## src/rtl/irq_coal_pkg.sv

```systemverilog
package irq_coal_pkg;
  // Per-cycle action selected for the packet counter
  typedef enum logic [1:0] {
    CNT_HOLD,
    CNT_LOAD,
    CNT_DEC,
    CNT_WRAP
  } cnt_act_e;
endpackage

```

## src/rtl/coal_field_dec.sv

```systemverilog
module coal_field_dec #(
  parameter int CTRL_W  = 32,
  parameter int THR_LSB = 16,
  parameter int DLY_LSB = 24,
  parameter int CNT_W   = 8,
  parameter int DLY_W   = 8
) (
  input  logic [CTRL_W-1:0] ctrl_i,
  output logic [CNT_W-1:0]  thr_o,
  output logic [DLY_W-1:0]  dly_o,
  output logic              dly_zero_o
);
  logic [CNT_W-1:0] thr_raw;
  logic             unused_ctrl;

  assign thr_raw     = ctrl_i[THR_LSB +: CNT_W];
  // A zero threshold would never wrap; treat it as one
  assign thr_o       = (thr_raw == '0) ? CNT_W'(1) : thr_raw;
  assign dly_o       = ctrl_i[DLY_LSB +: DLY_W];
  assign dly_zero_o  = (dly_o == '0);
  assign unused_ctrl = ^ctrl_i;
endmodule

```

## src/rtl/coal_delay_timer.sv

```systemverilog
module coal_delay_timer #(
  parameter int DLY_W = 8
) (
  input  logic             clk,
  input  logic             rst,
  input  logic             load_i,
  input  logic [DLY_W-1:0] load_val_i,
  input  logic             tick_i,
  output logic [DLY_W-1:0] tmr_o,
  output logic             expire_o,
  output logic             dly_pulse_o
);
  logic [DLY_W-1:0] tmr_q;
  logic             pulse_q;

  // Expiry is the 1 -> 0 step, unless a restart overrides it
  assign expire_o = !load_i && tick_i && (tmr_q == DLY_W'(1));

  always_ff @(posedge clk) begin
    if (rst) begin
      tmr_q   <= '0;
      pulse_q <= 1'b0;
    end else begin
      pulse_q <= expire_o;
      if (load_i)
        tmr_q <= load_val_i;
      else if (tick_i && (tmr_q != '0))
        tmr_q <= tmr_q - DLY_W'(1);
    end
  end

  assign tmr_o       = tmr_q;
  assign dly_pulse_o = pulse_q;
endmodule

```

## src/rtl/coal_pkt_counter.sv

```systemverilog
module coal_pkt_counter
  import irq_coal_pkg::*;
#(
  parameter int CNT_W = 8
) (
  input  logic             clk,
  input  logic             rst,
  input  logic             reload_i,
  input  logic             done_i,
  input  logic             expire_i,
  input  logic [CNT_W-1:0] thr_i,
  output logic [CNT_W-1:0] cnt_o,
  output logic             ioc_pulse_o
);
  cnt_act_e         act;
  logic [CNT_W-1:0] cnt_q;
  logic             ioc_q;

  // Priority: control write, then completion, then timer expiry
  always_comb begin
    if (reload_i)
      act = CNT_LOAD;
    else if (done_i)
      act = (cnt_q <= CNT_W'(1)) ? CNT_WRAP : CNT_DEC;
    else if (expire_i)
      act = CNT_LOAD;
    else
      act = CNT_HOLD;
  end

  always_ff @(posedge clk) begin
    if (rst) begin
      cnt_q <= CNT_W'(1);
      ioc_q <= 1'b0;
    end else begin
      ioc_q <= (act == CNT_WRAP);
      case (act)
        CNT_LOAD: cnt_q <= thr_i;
        CNT_WRAP: cnt_q <= thr_i;
        CNT_DEC:  cnt_q <= cnt_q - CNT_W'(1);
        default:  cnt_q <= cnt_q;
      endcase
    end
  end

  assign cnt_o       = cnt_q;
  assign ioc_pulse_o = ioc_q;
endmodule

```

## src/rtl/irq_coalescer.sv

```systemverilog
module irq_coalescer #(
  parameter int CTRL_W  = 32,
  parameter int THR_LSB = 16,
  parameter int DLY_LSB = 24,
  parameter int CNT_W   = 8,
  parameter int DLY_W   = 8
) (
  input  logic              clk,
  input  logic              rst,
  input  logic              pkt_done,
  input  logic              tick_en,
  input  logic              ctrl_wr,
  input  logic [CTRL_W-1:0] ctrl_word,
  output logic              ioc_set,
  output logic              dly_set,
  output logic [CNT_W-1:0]  coal_cnt,
  output logic [DLY_W-1:0]  delay_cnt
);
  logic [CNT_W-1:0] thr;
  logic [DLY_W-1:0] dly;
  logic             dly_zero;
  logic             tmr_load;
  logic             tmr_expire;

  coal_field_dec #(
    .CTRL_W(CTRL_W), .THR_LSB(THR_LSB), .DLY_LSB(DLY_LSB),
    .CNT_W(CNT_W), .DLY_W(DLY_W)
  ) u_dec (
    .ctrl_i(ctrl_word), .thr_o(thr), .dly_o(dly), .dly_zero_o(dly_zero)
  );

  assign tmr_load = pkt_done && !dly_zero;

  coal_delay_timer #(.DLY_W(DLY_W)) u_tmr (
    .clk(clk), .rst(rst), .load_i(tmr_load), .load_val_i(dly),
    .tick_i(tick_en), .tmr_o(delay_cnt), .expire_o(tmr_expire),
    .dly_pulse_o(dly_set)
  );

  coal_pkt_counter #(.CNT_W(CNT_W)) u_cnt (
    .clk(clk), .rst(rst), .reload_i(ctrl_wr), .done_i(pkt_done),
    .expire_i(tmr_expire), .thr_i(thr), .cnt_o(coal_cnt),
    .ioc_pulse_o(ioc_set)
  );
endmodule

```

## config.mk

```make
export PLATFORM = sky130hd
export DESIGN_NAME = irq_coalescer
export DESIGN_NICKNAME = d
export VERILOG_FILES = /design/src/rtl/irq_coal_pkg.sv /design/src/rtl/coal_field_dec.sv /design/src/rtl/coal_delay_timer.sv /design/src/rtl/coal_pkt_counter.sv /design/src/rtl/irq_coalescer.sv
export SDC_FILE = /design/constraint.sdc
export NUM_CORES = 1
export LEC_CHECK = 0
export BUFFER_PORTS_ARGS = -buffer_cell sky130_fd_sc_hd__buf_2
export CORE_MARGIN = 2
export CORE_UTILIZATION = 50
export CTS_CLUSTER_SIZE = 28
export DETAILED_ROUTE_END_ITERATION = 10
export PLACE_DENSITY = 0.81
export RECOVER_POWER = 25
export SLEW_MARGIN = 30
export SYNTH_ARGS = -nofsm -noshare
export SYNTH_HDL_FRONTEND = slang
export SYNTH_SLANG_ARGS = --single-unit
```

## constraint.sdc

```tcl
create_clock -name clk -period 3.5 [get_ports clk]
set_input_delay 0.35 -clock clk [delete_from_list [all_inputs] [get_ports clk]]
set_output_delay 0.35 -clock clk [all_outputs]
set_load 0.02 [all_outputs]
```

==> metrics.md <==
| Metric | Value |
|---|---|
| Outcome | `complete, no violations` |
| Multi-input gate area | `802 sq um` |
| P_sw | `0.195 mW` |
| Core Box Area | `2250 sq um` |
| Gr ovfl total | `0` |
| Crit. End Element | `flip-flop` |
| Critical path required time | `3.68 ns` |
| ANT cells | `0` |
| Drt total wl | `3070 um` |
| Starting DRT DRC Count | `45` |
| Hold Path Class | `input pin to flip-flop` |
| R2r setup slk | `1.28 ns` |
| Top cells by area, synth | `dfxtp_1 30%, ha_1 5.2%, a211oi_1 5.0%` |
| Critical Path Source Type | `flip-flop` |
| Post-CTS Resized | `0` |
| Tot Pwr | `0.524 mW` |
| Gpl congestion | `0.866` |
| ANT nets after route | `0` |
| RSZ-0062 raised after global routing | `no` |
| Final setup TNS | `0 ns` |
| GRT Util Overall | `24.8%` |
| Final nets | `221` |
| CTS Buffer Depth | `2` |
| Static Leak | `0.540 nW` |
| Yosys reg bits | `18` |
| Hpwl dp | `2400 um` |
| Routed wire per std cell | `15.0 um` |
| Clock network power share | `19.3%` |
| Clk Latency, worst-skew pair | `0.29 ns` |
| Fillcell total | `231` |
| Total number of vias | `1248` |
| Setup CP Type | `flip-flop to flip-flop` |
| Main synth FF type | `dfxtp_1` |
| Number of max-cap violations | `0` |
| Largest net degree at the start of global routing | `22` |
| Maximum vdd drop | `0.250 mV` |
| IO Count | `55` |
| Final Hold Vio Count | `0` |
| # Post-CTS Setup Buffers | `0` |
| Initial antenna violation count | `0` |
| Top-area cell type share of the netlist area | `29.7%` |
| Combinational share of power | `33.4%` |
| FF-to-FF Start | `u_tmr.tmr_o[3]` |
| Total CTS buffers | `3` |
| TritonRoute pass-1 iters | `4` |
| Fin crit share | `63.4%` |
| Yosys cell types | `47` |
| Initial core utilization | `53.8%` |
| H-tree Lvls | `1` |
| CTS tree | `done` |
| Reg2reg path depth | `4` |
| Worst clock skew | `0.00246 ns` |
| DIE AREA | `2830 sq um` |
| Terminus of the critical flop-to-flop path | `u_cnt.cnt_o[0]` |
| Vias in the first global route | `1171` |
| FFs w/ async S/R, synth | `0%` |
| Worst slew pin tran | `0.774 ns` |
| Hold path endpoint | `u_tmr.tmr_o[1]` |
| Fin Hold WS | `0.327 ns` |
| Synth warnings | `0` |
| Post-synth EDFFs | `0` |
| Die height | `53.2 um` |
| CP Max Fanout | `10` |
| # clock sinks | `18` |
| Area growth, synth to finish | `17.2%` |
| Final setup viols | `0` |
| Die W | `53.2 um` |
| Avg Inst Size Synth | `8.54 sq um` |
| Power per standard cell area | `369 nW/um^2` |
| IO buf count | `38` |
| DRC viols | `0` |
| Crit path launch | `u_tmr.tmr_o[3]` |
| Internal | `0.329 mW` |
| Tmin final | `2.22 ns` |
| Vias per cell | `6.09` |
| Seq pwr share | `47.3%` |
| Root Buffer | `clkbuf_4` |
| Clock-pin slew on the worst setup and hold paths | `0.10 ns` |
| First-pass GRT wire length | `5230 um` |
| Syn Inst Count | `142` |
| Sequential area share after synthesis | `29.7%` |
| Mapped Nets | `184` |
| Sequential Area | `360 sq um` |
| Worst hold stages | `3` |
| FMAX | `450 MHz` |
| Largest area contributor in the netlist | `dfxtp_1` |
| Hold Buf Count CTS | `0` |
| Worst slew margin | `47.9%` |
| Netlist Area Pre-Place | `1210 sq um` |
| HP Start | `ctrl_word[25]` |
| Arrival time at the worst endpoint | `2.40 ns` |
| Layout cells sized above 1 | `25.4%` |
| Sw frac | `37.2%` |
| Count of pins over their slew limit | `0` |
| Num rows | `17` |
==> stage by stage <==
step | util [%] | instances | instance area (sq um) | setup slack, ns
6_report | 63.0 | 205 | 1420 | 1.28
3_5_place_dp | 62.4 | 202 | 1410 | 1.31
4_1_cts | 63.4 | 205 | 1430 | 1.30
3_3_place_gp | 62.4 | 202 | 1410 | 1.33
5_1_grt | 63.0 | 205 | 1420 | 1.20
2_1_floorplan | - | 142 | 1210 | 1.52
==> worst max-delay path by stage <==
stage | end | slack [ns] | cells after the start
4_1_cts | u_cnt.cnt_o[0] | 1.30 | 4
3_3_place_gp | u_tmr.tmr_o[5] | 1.33 | 5
5_1_grt | u_cnt.cnt_o[0] | 1.20 | 4
3_5_place_dp | u_tmr.tmr_o[4] | 1.31 | 5
6_report | u_cnt.cnt_o[0] | 1.28 | 4
2_1_floorplan | u_cnt.cnt_o[0] | 1.52 | 5
==> per-layer routing <==
layer / track usage (%) / routed length [um] / up-vias / part of all wire (%)
met5: 0 / 0 / - / 0
met4: 7.26 / 17 / 0 / 0.55
met3: 6.78 / 152 / 2 / 4.9
met2: 37.7 / 1460 / 44 / 48
met1: 33.8 / 1440 / 577 / 47
li1: - / - / 625 / -
==> state kept, by name, summed over array words and instances (netlist names) <==
signal,count
u_cnt.cnt_o,8
u_tmr.tmr_o,8
u_tmr.dly_pulse_o,1
u_cnt.ioc_pulse_o,1
==> worst max-delay path, cell delays in order, from the launching register on <==
cell	delay (ns)
dfxtp_1	0.35
or4_1	0.77
o41ai_4	0.60
a21oi_2	0.10
a211o_1	0.30
==> synth_stat cells (2+ instances only) <==
cell type	number
xnor2_1	2
a311oi_1	4
clkbuf_1	3
nor2_1	11
or3_1	2
or3b_2	2
nand3b_1	2
ha_1	5
o21ai_1	4
nor2b_1	4
inv_1	6
a211oi_1	8
nor4_1	4
o21ai_0	2
a31oi_1	4
or4_1	6
nand2_1	8
nor3_1	7
dfxtp_1	18
o31ai_1	3
nand3_1	4
nand2b_1	4
a21oi_1	4
xor2_1	2
==> power by group through the flow <==
stage | Combinational [mW] | Sequential (mW) | Clock, mW
2_1_floorplan | 0.109 | 0.265 | 0
3_3_place_gp | 0.169 | 0.251 | 0
3_5_place_dp | 0.175 | 0.252 | 0
4_1_cts | 0.176 | 0.247 | 0.105
5_1_grt | 0.195 | 0.251 | 0.114
6_report | 0.175 | 0.248 | 0.101
==> cell families after synthesis <==
group	share of synthesized area [%]
and+or+nand+nor	29.2
AOI/OAI and AO/OA	27.7
DFF	29.7
buffers and inverters	4.44
adders and majority gates	5.16
xor gates and xnor gates	2.89
muxes	0.929
==> area by class of cell <==
| class | count | area share, % |
|---|---|---|
| Clock buffer | 3 | 1.58 |
| Tap cell | 28 | 2.46 |
| Timing Repair Buffer | 38 | 12.6 |
| Sequential cell | 18 | 25.4 |
| Multi-Input combinational cell | 112 | 56.4 |
| Inverter | 6 | 1.58 |
==> cell usage in the layout (no fill, tap or decap), types with 2 or more instances in the layout <==
cell type,n
a211oi_1,8
a21oi_1,4
a311oi_1,4
a31oi_1,4
buf_2,29
clkbuf_1,9
clkbuf_4,3
dfxtp_1,18
ha_1,5
inv_1,6
nand2_1,8
nand2b_1,4
nand3_1,4
nand3b_1,2
nor2_1,11
nor2b_1,4
nor3_1,7
nor4_1,4
o21ai_0,2
o21ai_1,3
o31ai_1,3
or3_1,2
or3b_2,2
or4_1,6
xnor2_1,2
xor2_1,2
Power figures use the tool's default switching activity.
